===== src/rtl/dbg_entry_pkg.sv =====
package dbg_entry_pkg;

    typedef enum logic [1:0] {
        ST_BOOT   = 2'd0,
        ST_RUN    = 2'd1,
        ST_FINISH = 2'd2,
        ST_HALT   = 2'd3
    } dbg_state_e;

    typedef struct packed {
        dbg_state_e state;
        logic       pend;
        logic       ack;
    } fsm_regs_t;

endpackage


===== src/rtl/dbg_sync.sv =====
module dbg_sync #(
    parameter int WIDTH  = 1,
    parameter int STAGES = 2
) (
    input  logic             clk,
    input  logic [WIDTH-1:0] din,
    output logic [WIDTH-1:0] dout
);
    logic [STAGES-1:0][WIDTH-1:0] stg_d, stg_q;

    always_comb begin
        stg_d[0] = din;
        for (int i = 1; i < STAGES; i++) begin
            stg_d[i] = stg_q[i-1];
        end
    end

    // No reset: the chain must keep sampling while system reset is held.
    always_ff @(posedge clk) begin
        stg_q <= stg_d;
    end

    assign dout = stg_q[STAGES-1];

endmodule


===== src/rtl/dbg_entry_fsm.sv =====
module dbg_entry_fsm
    import dbg_entry_pkg::*;
(
    input  logic clk,
    input  logic rst_n,
    input  logic req_pin,
    input  logic bkpt_req,
    input  logic trace_req,
    input  logic instr_done,
    input  logic fetch_latched,
    input  logic exit_cmd,
    output logic dbg_active,
    output logic fetch_hold,
    output logic ack
);
    fsm_regs_t r_d, r_q;
    logic      req_any;

    assign req_any = req_pin | bkpt_req | trace_req;

    always_comb begin
        r_d     = r_q;
        r_d.ack = 1'b0;
        unique case (r_q.state)
            ST_BOOT: begin
                if (req_any) begin
                    r_d.state = ST_HALT;
                    r_d.ack   = 1'b1;
                end else begin
                    r_d.state = ST_RUN;
                end
                r_d.pend = 1'b0;
            end
            ST_RUN: begin
                r_d.pend = r_q.pend | req_any;
                if ((r_q.pend | req_any) && instr_done) begin
                    r_d.state = ST_FINISH;
                end
            end
            ST_FINISH: begin
                if (fetch_latched) begin
                    r_d.state = ST_HALT;
                    r_d.ack   = 1'b1;
                    r_d.pend  = 1'b0;
                end
            end
            ST_HALT: begin
                r_d.pend = 1'b0;
                if (exit_cmd && !req_any) begin
                    r_d.state = ST_RUN;
                end
            end
            default: r_d.state = ST_BOOT;
        endcase
    end

    always_ff @(posedge clk or negedge rst_n) begin
        if (!rst_n) begin
            r_q <= '{state: ST_BOOT, pend: 1'b0, ack: 1'b0};
        end else begin
            r_q <= r_d;
        end
    end

    assign dbg_active = (r_q.state == ST_HALT);
    assign fetch_hold = (r_q.state == ST_HALT) || (r_q.state == ST_BOOT);
    assign ack        = r_q.ack;

    AST_ACK_SINGLE: assert property (@(posedge clk) disable iff (!rst_n)
        r_q.ack |=> !r_q.ack);
    AST_ACK_ON_ENTRY: assert property (@(posedge clk) disable iff (!rst_n)
        $rose(dbg_active) |-> r_q.ack);
    AST_HOLD_WHILE_REQ: assert property (@(posedge clk) disable iff (!rst_n)
        (r_q.state == ST_HALT && req_any) |=> (r_q.state == ST_HALT));
    AST_WAIT_FETCH: assert property (@(posedge clk) disable iff (!rst_n)
        (r_q.state == ST_FINISH && !fetch_latched) |=> (r_q.state == ST_FINISH));
    AST_NO_MIDINSTR_HALT: assert property (@(posedge clk) disable iff (!rst_n)
        (r_q.state == ST_RUN) |=> (r_q.state != ST_HALT));

endmodule


===== src/rtl/dbg_sout.sv =====
module dbg_sout (
    input  logic clk,
    input  logic rst_n,
    input  logic sclk_s,
    input  logic shift_bit,
    input  logic dbg_active,
    input  logic ack,
    output logic dso
);
    logic prev_q;
    logic bit_d, bit_q;
    logic fall;

    assign fall = prev_q & ~sclk_s;

    always_comb begin
        bit_d = fall ? shift_bit : bit_q;
    end

    always_ff @(posedge clk) begin
        prev_q <= sclk_s;
    end

    always_ff @(posedge clk or negedge rst_n) begin
        if (!rst_n) begin
            bit_q <= 1'b1;
        end else begin
            bit_q <= bit_d;
        end
    end

    assign dso = ack ? 1'b0 : (dbg_active ? bit_q : 1'b1);

    AST_BIT_STABLE: assert property (@(posedge clk) disable iff (!rst_n)
        !fall |=> $stable(bit_q));

endmodule


===== src/rtl/dbg_entry_ctrl.sv =====
module dbg_entry_ctrl #(
    parameter int SYNC_STAGES = 2
) (
    input  logic clk,
    input  logic rst_n,
    input  logic dreq_n,
    input  logic sclk,
    input  logic instr_done,
    input  logic fetch_latched,
    input  logic bkpt_req,
    input  logic trace_req,
    input  logic exit_cmd,
    input  logic shift_bit,
    output logic dbg_active,
    output logic fetch_hold,
    output logic dso
);
    localparam int NSIG = 2;

    logic [NSIG-1:0] raw_in, sync_out;
    logic            ack;

    assign raw_in = {sclk, dreq_n};

    dbg_sync #(.WIDTH(NSIG), .STAGES(SYNC_STAGES)) u_sync (
        .clk  (clk),
        .din  (raw_in),
        .dout (sync_out)
    );

    dbg_entry_fsm u_fsm (
        .clk           (clk),
        .rst_n         (rst_n),
        .req_pin       (~sync_out[0]),
        .bkpt_req      (bkpt_req),
        .trace_req     (trace_req),
        .instr_done    (instr_done),
        .fetch_latched (fetch_latched),
        .exit_cmd      (exit_cmd),
        .dbg_active    (dbg_active),
        .fetch_hold    (fetch_hold),
        .ack           (ack)
    );

    dbg_sout u_sout (
        .clk        (clk),
        .rst_n      (rst_n),
        .sclk_s     (sync_out[1]),
        .shift_bit  (shift_bit),
        .dbg_active (dbg_active),
        .ack        (ack),
        .dso        (dso)
    );

    AST_IDLE_HIGH: assert property (@(posedge clk) disable iff (!rst_n)
        !dbg_active |-> dso);
    AST_HALT_NO_FETCH: assert property (@(posedge clk) disable iff (!rst_n)
        dbg_active |-> fetch_hold);

endmodule


===== config.mk =====
export PLATFORM = sky130hd
export DESIGN_NAME = dbg_entry_ctrl
export DESIGN_NICKNAME = d
export VERILOG_FILES = /design/src/rtl/dbg_entry_pkg.sv /design/src/rtl/dbg_sync.sv /design/src/rtl/dbg_entry_fsm.sv /design/src/rtl/dbg_sout.sv /design/src/rtl/dbg_entry_ctrl.sv
export SDC_FILE = /design/constraint.sdc
export NUM_CORES = 1
export LEC_CHECK = 0
export ABC_CLOCK_PERIOD_IN_PS = 5620
export BUFFER_PORTS_ARGS = -buffer_cell sky130_fd_sc_hd__buf_2
export CAP_MARGIN = 20
export CORE_MARGIN = 1
export CORE_UTILIZATION = 35
export CTS_BUF_LIST = sky130_fd_sc_hd__clkbuf_8
export CTS_CLUSTER_DIAMETER = 50
export DETAILED_ROUTE_END_ITERATION = 12
export GPL_TIMING_DRIVEN = 0
export PLACE_DENSITY_LB_ADDON = 0.08
export SYNTH_ARGS = -nofsm -noshare
export SYNTH_HDL_FRONTEND = slang
export SYNTH_HIERARCHICAL = 1
export SYNTH_SLANG_ARGS = --single-unit

===== constraint.sdc =====
create_clock -name clk -period 5.62 [get_ports clk]
set_clock_uncertainty 0.2 [all_clocks]
set_input_delay 0.562 -clock clk [delete_from_list [all_inputs] [get_ports clk]]
set_output_delay 0.562 -clock clk [all_outputs]
set_load 0.05 [all_outputs]

# Word-level counts from Yosys, hierarchy flattened
# Cells that the tools add are included.
[op_classes]
n_reduce_logical = 6
eq_ne = 6
n_mux = 9
n_bitwise = 6
[ops]
columns = ["op", "n"]
rows = [
  ["3-bit one-hot mux with 4 select lines", 1],
  ["2-bit two-way mux", 3],
  ["2-bit == test (second input constant)", 2],
  ["4-bit two-way mux", 1],
  ["2-bit != test (second input constant)", 2],
  ["1-bit two-way mux", 3],
  ["1-bit bitwise OR", 3],
  ["3-bit AND reduction", 1],
  ["2-bit by 1-bit == test with 1-bit output (second input constant)", 1],
  ["1-bit logical AND", 2],
  ["2-bit zero test", 1],
  ["2-bit by 1-bit != test with 1-bit output (second input constant)", 1],
  ["1-bit inverter", 2],
  ["1-bit one-hot mux with 2 select lines", 1],
  ["1-bit AND", 1],
  ["1-bit zero test", 1],
  ["1-bit logical OR", 1],
]
[word_totals]
input_bits = 10
register_bits = 10
output_inout_bits = 3
wordCells = 34

# Longest topological paths before layout
# Gate-level depths: netlist of the first run.
[depth]
depth_word = 7
ltp_mapped = 6

# By module
# Netlist of the first run, hierarchy kept.
[modules_own_cells]
columns = ["mod", "seq_area_each_um2", "area_each_um2", "n_inst", "cells_each"]
rows = [
  ["dbg_entry_fsm", 100.1, 289.0, 1, 28],
  ["dbg_sout", 46.3, 83.8, 1, 6],
  ["dbg_sync", 80.1, 80.1, 1, 4],
  ["dbg_entry_ctrl", 0.0, 3.8, 1, 1],
]

# Least setup slack after synthesis of the first run
# No wires, ideal clock.
[synth_path]
path_type = "register to output"
from = "reg u_fsm/r_q[2] (netlist name)"
to = "out dso"
t_arrival_ps = 1659
slack_ps = 3199
path_buffers = 0
required_time_ps = 4858
stages_incl_launch_ff = 3
path_cell_list = "dfrtp_1 ha_1 a21oi_1"
[synth_via]
elab_chain_cells = 3
[synth_lines]
columns = ["item", "line_no", "text"]
rows = [
  ["from (decl)", "dbg_entry_fsm.sv:16", "fsm_regs_t r_d, r_q;"],
  ["from (signal assigned)", "dbg_entry_fsm.sv:59", "r_q <= '{state: ST_BOOT, pend: 1'b0, ack: 1'b0};"],
  ["from (signal assigned)", "dbg_entry_fsm.sv:61", "r_q <= r_d;"],
  ["2-bit == test", "dbg_entry_fsm.sv:65", "assign dbg_active = (r_q.state == ST_HALT);"],
  ["named net dbg_active", "dbg_entry_ctrl.sv:14", "output logic dbg_active,"],
  ["1-bit two-way mux (2 in series)", "dbg_sout.sv:32", "assign dso = ack ? 1'b0 : (dbg_active ? bit_q : 1'b1);"],
  ["to (decl)", "dbg_entry_ctrl.sv:16", "output logic dso"],
]
# The timed path passes the listed nets, and every way through them passes these cells.

# Worst setup path after layout of the first run
[layout_path]
from = "reg u_fsm/r_q[2] (netlist name)"
to = "out dso"
[layout_via]
elab_chain_cells = 3
[layout_lines]
columns = ["item", "line_no"]
rows = [
  ["2-bit == test", "dbg_entry_fsm.sv:65"],
  ["1-bit two-way mux (2 in series)", "dbg_sout.sv:32"],
]
# No other way between the ends.

==> results of run 1 <==
through the flow:
step / instance area (um^2) / power (mW) / hold WS, ns / setup slack, ns
global placement: 534 / 0.273 / 0.111 / 3.71
detailed placement: 534 / 0.280 / 0.119 / 3.72
finish: 599 / 0.367 / 0.125 / 3.55
floorplan: 457 / 0.243 / 0.0664 / 3.20
global route: 599 / 0.390 / 0.135 / 3.48
CTS: 599 / 0.372 / 0.130 / 3.54
synth_stat cells, drive strengths merged:
master  count
nand2       2
o21ai       2
a21oi       1
dfstp       1
o41ai       1
and3b       1
inv         6
nor2        3
ha          4
nor2b       2
mux2        2
dfxtp       5
dfrtp       4
a22oi       2
o22a        1
nor3        2
layer usage:
| metal | global-route usage, % | vias to the layer above |
|---|---|---|
| met4 | 10.7 | 0 |
| li1 | - | 164 |
| met3 | 3.49 | 2 |
| met1 | 14.7 | 155 |
| met5 | 0 | - |
| met2 | 25.4 | 13 |
state kept, by name, summed over array words and instances (netlist names):
name,cells
u_sout/bit_q,1
u_sync/dout,2
u_sync/stg_d,2
u_fsm/ack,1
u_fsm/r_q,3
u_sout/prev_q,1
timing repair:
action / 4_1_cts / 5_1_grt
hold buffers: 1 / 0
hold endpoints to repair: 4 / 0
setup buffers: 0 / 0
layout by cell type (no fill, tap or decap), drive strengths merged, types with 2 or more instances in the layout:
cell type and instances:
dfrtp 4, clkbuf 4, mux2 2, inv 6, nand2 2, ha 4
a22oi 2, nor3 2, buf 12, nor2 3, dfxtp 5, nor2b 2
o21ai 2
cell families after synthesis:
| logic type | after synthesis | synth area share [%] |
|---|---|---|
| AO/OA/AOI/OAI | 7 | 11.2 |
| adder cells (fa/ha/maj) | 4 | 11.0 |
| buffers and inverters | 6 | 4.93 |
| flip-flops | 10 | 49.6 |
| multiplexers | 2 | 6.58 |
| AND/OR/NAND/NOR | 10 | 16.7 |
how the worst min path moves through the flow:
stage	slack (ns)	endpoint	start
floorplan	0.07	u_fsm/ack	rst_n
global placement	0.11	u_sync/dout[1]	u_sync/stg_d[3]
detailed placement	0.12	u_sync/dout[0]	u_sync/stg_d[2]
CTS	0.13	u_sync/dout[0]	u_sync/stg_d[2]
global route	0.13	u_sync/dout[0]	u_sync/stg_d[2]
finish	0.13	u_sync/dout[0]	u_sync/stg_d[2]
area by class of cell:
type,count,area (um^2),area share [%]
clock buffers,4,55.1,9.19
inverters,6,22.5,3.76
well taps,14,17.5,2.92
repair buffers,13,70.1,11.7
flip-flops and latches,10,226,37.8
multi-input cells,23,208,34.7
where the power goes:
group          internal, mW  leakage, nW  total [mW]  switching (mW)
clock network        0.0614       0.0288      0.0880          0.0266
registers            0.0903        0.101       0.101          0.0110
logic                0.0647        0.177       0.177           0.113
total                 0.216        0.307       0.367           0.150
==> out/results.ini, run 1 <==
[sta]
drv_slew=0
final.period_utilization_pct=36.8
worstMarginPinSlew_ns=0.290
setup_violations=0
clock.fmax_mhz=484
rsz0062_at_grt=no
hold_viol=0
finalSetupTns_ns=0
relSlewSlack_pct=80.4
min_period_ns=2.07

[clock_tree]
clk_latency_ns=0.23
cts-root-buf=clkbuf_8
cts_resized=0
cts_tree=built
clockBufferDepth=2
numCtsBuffers=3
h-tree-depth=1
clkSinkCount=10
clk_pin_slew_ns=0.05

[logic_synthesis]
synthTopCellsByArea=dfrtp_1 22%, dfxtp_1 22%, ha_1 11%, mux2_4 6.6%, nor2b_4 6.0%
syn_inst=39
yosys_warnings=6
syn_area_um2=457
ys_seq_area_share_pct=49.6
ys_seq_elements=10
yosysUniqueCellTypes=18
avgSynthCellArea_um2=11.7
yosysTopAreaCell=dfrtp_1
synth_top_area_share_pct=21.9
synth_nets=53

[setup_path]
path_cells=ha_1 -> a21oi_1 -> buf_2
endpoint_kind=primary output
ff2ff_path_depth=6
timing.rr.end=u_fsm/r_q[3]
crit_end=dso
critPathArrivalTime_ns=1.31
cpMaxStageDelayCell=dfrtp_1
regToRegSetupSlack_ns=3.74
r2r_start=u_fsm/r_q[2]
crit_buf_inv=1
cp.depth=3
critPathRequiredTime_ns=4.86
critPathLaunch=u_fsm/r_q[2]
critPathMaxFanout=4
critical_path.max_stage_delay_ns=0.40
cp_top_family=flip-flops
crit_path_start_kind=flop
critical_path_class=flop to primary output

[die]
boundaryPins=13
initial_core_util_pct=39.5
die_width_um=38.1
die_h_um=38.1
die-area_mm2=0.00145
core_mm2=0.00116
rows=12

[global_routing]
grt_pass1_wl_mm=1.39
grt_use_total_pct=14.5
grt_overflow=0
grt_pass1_vias=374
antenna_found_initial=0
grt_max_degree=7

[cells_and_area]
drive_above_1_share_pct=41.1
nets=71
fin_cells=70
fin_util_pct=51.8
syn_to_final_growth_pct=31.2
fillers=109
diodes=0

[detailed_routing]
drtPass1Iterations=4
drt_iter0_markers=8
top_layer=met4
wl_met2_um=378
ant_nets=0
wl_met1_um=352
wl_met3_um=48
via_per_inst=4.77
vias=334
drc=0
routed_wl_um=790
wl_per_cell_um=11.3

[pwr]
leakage_nw=0.307
powerDensity_mw_per_mm2=612
vdd_drop_max_mv=0.227

[worst_hold_path]
whs_path_depth=0
min_path_type=flop to flop

[place]
place.port_buffers=12
dp_hpwl_um=645
place.gp.congestion=0.826
place_inst=65

[outcome]
status=complete, no violations

[job]
drv_cap=0

No activity file was read; power rests on OpenSTA's default activity.
==> run 2: changes to the inputs <==
--- a/config.mk
+++ b/config.mk
@@ -5,7 +5,7 @@
 export SDC_FILE = /design/constraint.sdc
 export NUM_CORES = 1
 export LEC_CHECK = 0
-export ABC_CLOCK_PERIOD_IN_PS = 5620
+export ABC_CLOCK_PERIOD_IN_PS = 1900
 export BUFFER_PORTS_ARGS = -buffer_cell sky130_fd_sc_hd__buf_2
 export CAP_MARGIN = 20
 export CORE_MARGIN = 1
==> constraint.sdc (replaced) <==
create_clock -name clk -period 1.9 [get_ports clk]
set_clock_uncertainty 0.2 [all_clocks]
set_input_delay 0.19 -clock clk [delete_from_list [all_inputs] [get_ports clk]]
set_output_delay 0.19 -clock clk [all_outputs]
set_load 0.05 [all_outputs]
==> run 2 against run 1 <==
Compared with the run above:
- via count is 3.9% higher
- setup slack got worse by 3.5 ns
- critical path depth rose by 3
- flip-flop and latch count unchanged
- sequential share of layout area shrank 3.0 points
- combinational power rose to 3.2 times the previous value
- sequential power grew to 3.0 times the previous value
- utilization is 4.4 points higher
- routed wire length shrank 2.4%
- critical endpoint is now u_fsm/r_q[3]
- largest power group unchanged
==> out/results.ini, run 2 (synthesis results as in run 1) <==
[outcome]
status=complete, no violations

[global_routing]
grt_pass1_wl_mm=1.41  ; +1.5%
grt_max_degree=7  ; unchanged
grt_overflow=0  ; unchanged
grt_use_total_pct=14.8  ; +0.25 points
grt_pass1_vias=357  ; -4.5%
antenna_found_initial=0  ; unchanged

[detailed_routing]
vias=347  ; +3.9%
ant_nets=0  ; unchanged
routed_wl_um=771  ; -2.4%
wl_per_cell_um=10.3  ; -8.9%
drt_iter0_markers=11  ; +3
drtPass1Iterations=4  ; unchanged
drc=0  ; unchanged
via_per_inst=4.63  ; -3.0%

[cells_and_area]
nets=76  ; +7.0%
syn_to_final_growth_pct=42.5
drive_above_1_share_pct=45.9  ; +4.8 points
layout_commonest_cell=buf_2
largest-register=u_fsm/r_q
fin_util_pct=56.3  ; +4.4 points
largest_reg_flops=3  ; unchanged
fillers=100  ; -8.3%
layout.cells.most_common_list=12 x buf_2, 5 x inv_1, 5 x dfxtp_1
diodes=0  ; unchanged

[pwr]
p_int_mw=0.680  ; +210%
combPwrFrac_pct=50.5  ; +2.1 points
switching_share_pct=40.1  ; -0.89 points
p_sw_mw=0.455  ; +200%
p_total_mw=1.14  ; +210%
vdd_drop_max_mv=0.930  ; +310%
p_clk_share_pct=22.6  ; -1.4 points
leakage_nw=0.327  ; +6.5%
p_seq_share_pct=26.9  ; -0.7 points
powerDensity_mw_per_mm2=1740  ; +190%

[clock_tree]
clk_latency_ns=0.23  ; about the same
clockBufferDepth=2  ; unchanged
numCtsBuffers=3  ; unchanged
cts_tree=built
clkSinkCount=10  ; unchanged
h-tree-depth=1  ; unchanged
clk_pin_slew_ns=0.04  ; about the same
cts-root-buf=clkbuf_8

[worst_hold_path]
hold_start=fetch_latched
min_path_type=input port to flop

[sta]
min_period_ns=1.83
holdWs_ns=0.0525  ; -0.0727 ns
clock.fmax_mhz=547
finalSetupTns_ns=0  ; unchanged
relSlewSlack_pct=79.6  ; -0.87 points
setup_violations=0  ; unchanged
hold_viol=0  ; unchanged
final.period_utilization_pct=96.2
worstMarginPinSlew_ns=0.303  ; +0.0129 ns
drv_slew=0  ; unchanged

[setup_path]
r2r_start=u_fsm/r_q[2]
critPathRequiredTime_ns=1.81  ; -3.05 ns
critPathArrivalTime_ns=1.74  ; +0.43 ns
endpoint_kind=flop
critical_path_class=flop to flop
crit_path_start_kind=flop
critPathLaunch=u_fsm/r_q[2]
critPathMaxFanout=4  ; unchanged

[die]
core_mm2=0.00116  ; unchanged
die-area_mm2=0.00145  ; unchanged
die_h_um=38.1  ; unchanged
die_width_um=38.1  ; unchanged
boundaryPins=13  ; unchanged
rows=12  ; unchanged
initial_core_util_pct=39.5  ; unchanged

[place]
place.gp.congestion=0.822  ; -0.59%
place.port_buffers=12  ; unchanged
dp_hpwl_um=592  ; -8.3%

[job]
drv_cap=0  ; unchanged

[run 2: worst max-delay path, cell delays in order (launching register included)]
cell and delay (ns):
dfrtp_1 0.41, inv_2 0.08, ha_2 0.19, nor2b_4 0.16, and3b_1 0.19, o21ai_2 0.16, mux2_4 0.31
[run 2: layer usage]
layer	track usage (%)	vias to the layer above	part of all wire [%]
met5	0	-	0
met2	23.7	10	48
met1	15.8	162	46
met4	13.4	0	1.2
met3	3.49	2	5.3
li1	-	173	-
[run 2: worst paths after layout]
kind	slack, ns	end	cells past startpoint
setup / recovery	0.07	u_fsm/r_q[3]	6
hold / removal	0.05	u_fsm/ack	3
setup reg to reg	0.07	u_fsm/r_q[3]	6
hold reg to reg	0.12	u_sync/dout[1]	0
max in group asynchronous	1.19	u_sout/bit_q	2
min in group asynchronous	0.10	u_fsm/r_q[1]	2
[run 2: power groups by stage]
stage / logic, mW / clock network [mW] / registers (mW)
finish: 0.573 / 0.257 / 0.305
global route: 0.626 / 0.277 / 0.313
detailed placement: 0.521 / 0 / 0.307
global placement: 0.506 / 0 / 0.304
CTS: 0.528 / 0.268 / 0.304
floorplan: 0.429 / 0 / 0.297
[run 2: layout make-up]
| type | instances | area, um^2 | share of cell area (%) |
|---|---|---|---|
| Sequential cell | 10 | 226 | 34.8 |
| Multi-Input combinational cell | 23 | 214 | 32.9 |
| Timing Repair Buffer | 18 | 115 | 17.7 |
| Clock buffer | 4 | 55.1 | 8.46 |
| Inverter | 6 | 22.5 | 3.46 |
| Tap cell | 14 | 17.5 | 2.69 |
[run 2: repair_timing]
action | CTS | global route
setup endpoints to repair | 0 | 1
buffers inserted | 0 | 2
endpoints found under the hold margin | 8 | 0
gates resized for setup | 0 | 2
hold buffers | 4 | 0
[run 2: metrics by stage]
step                      setup slack (ns)  instance area, um^2  std cells
final                               0.0723                  651         75
after global routing               -0.0130                  651         75
after CTS                           0.0155                  633         73
after detailed placement            0.0241                  538         65
after global placement              0.0638                  538         65
after floorplan                      0.100                  460         39
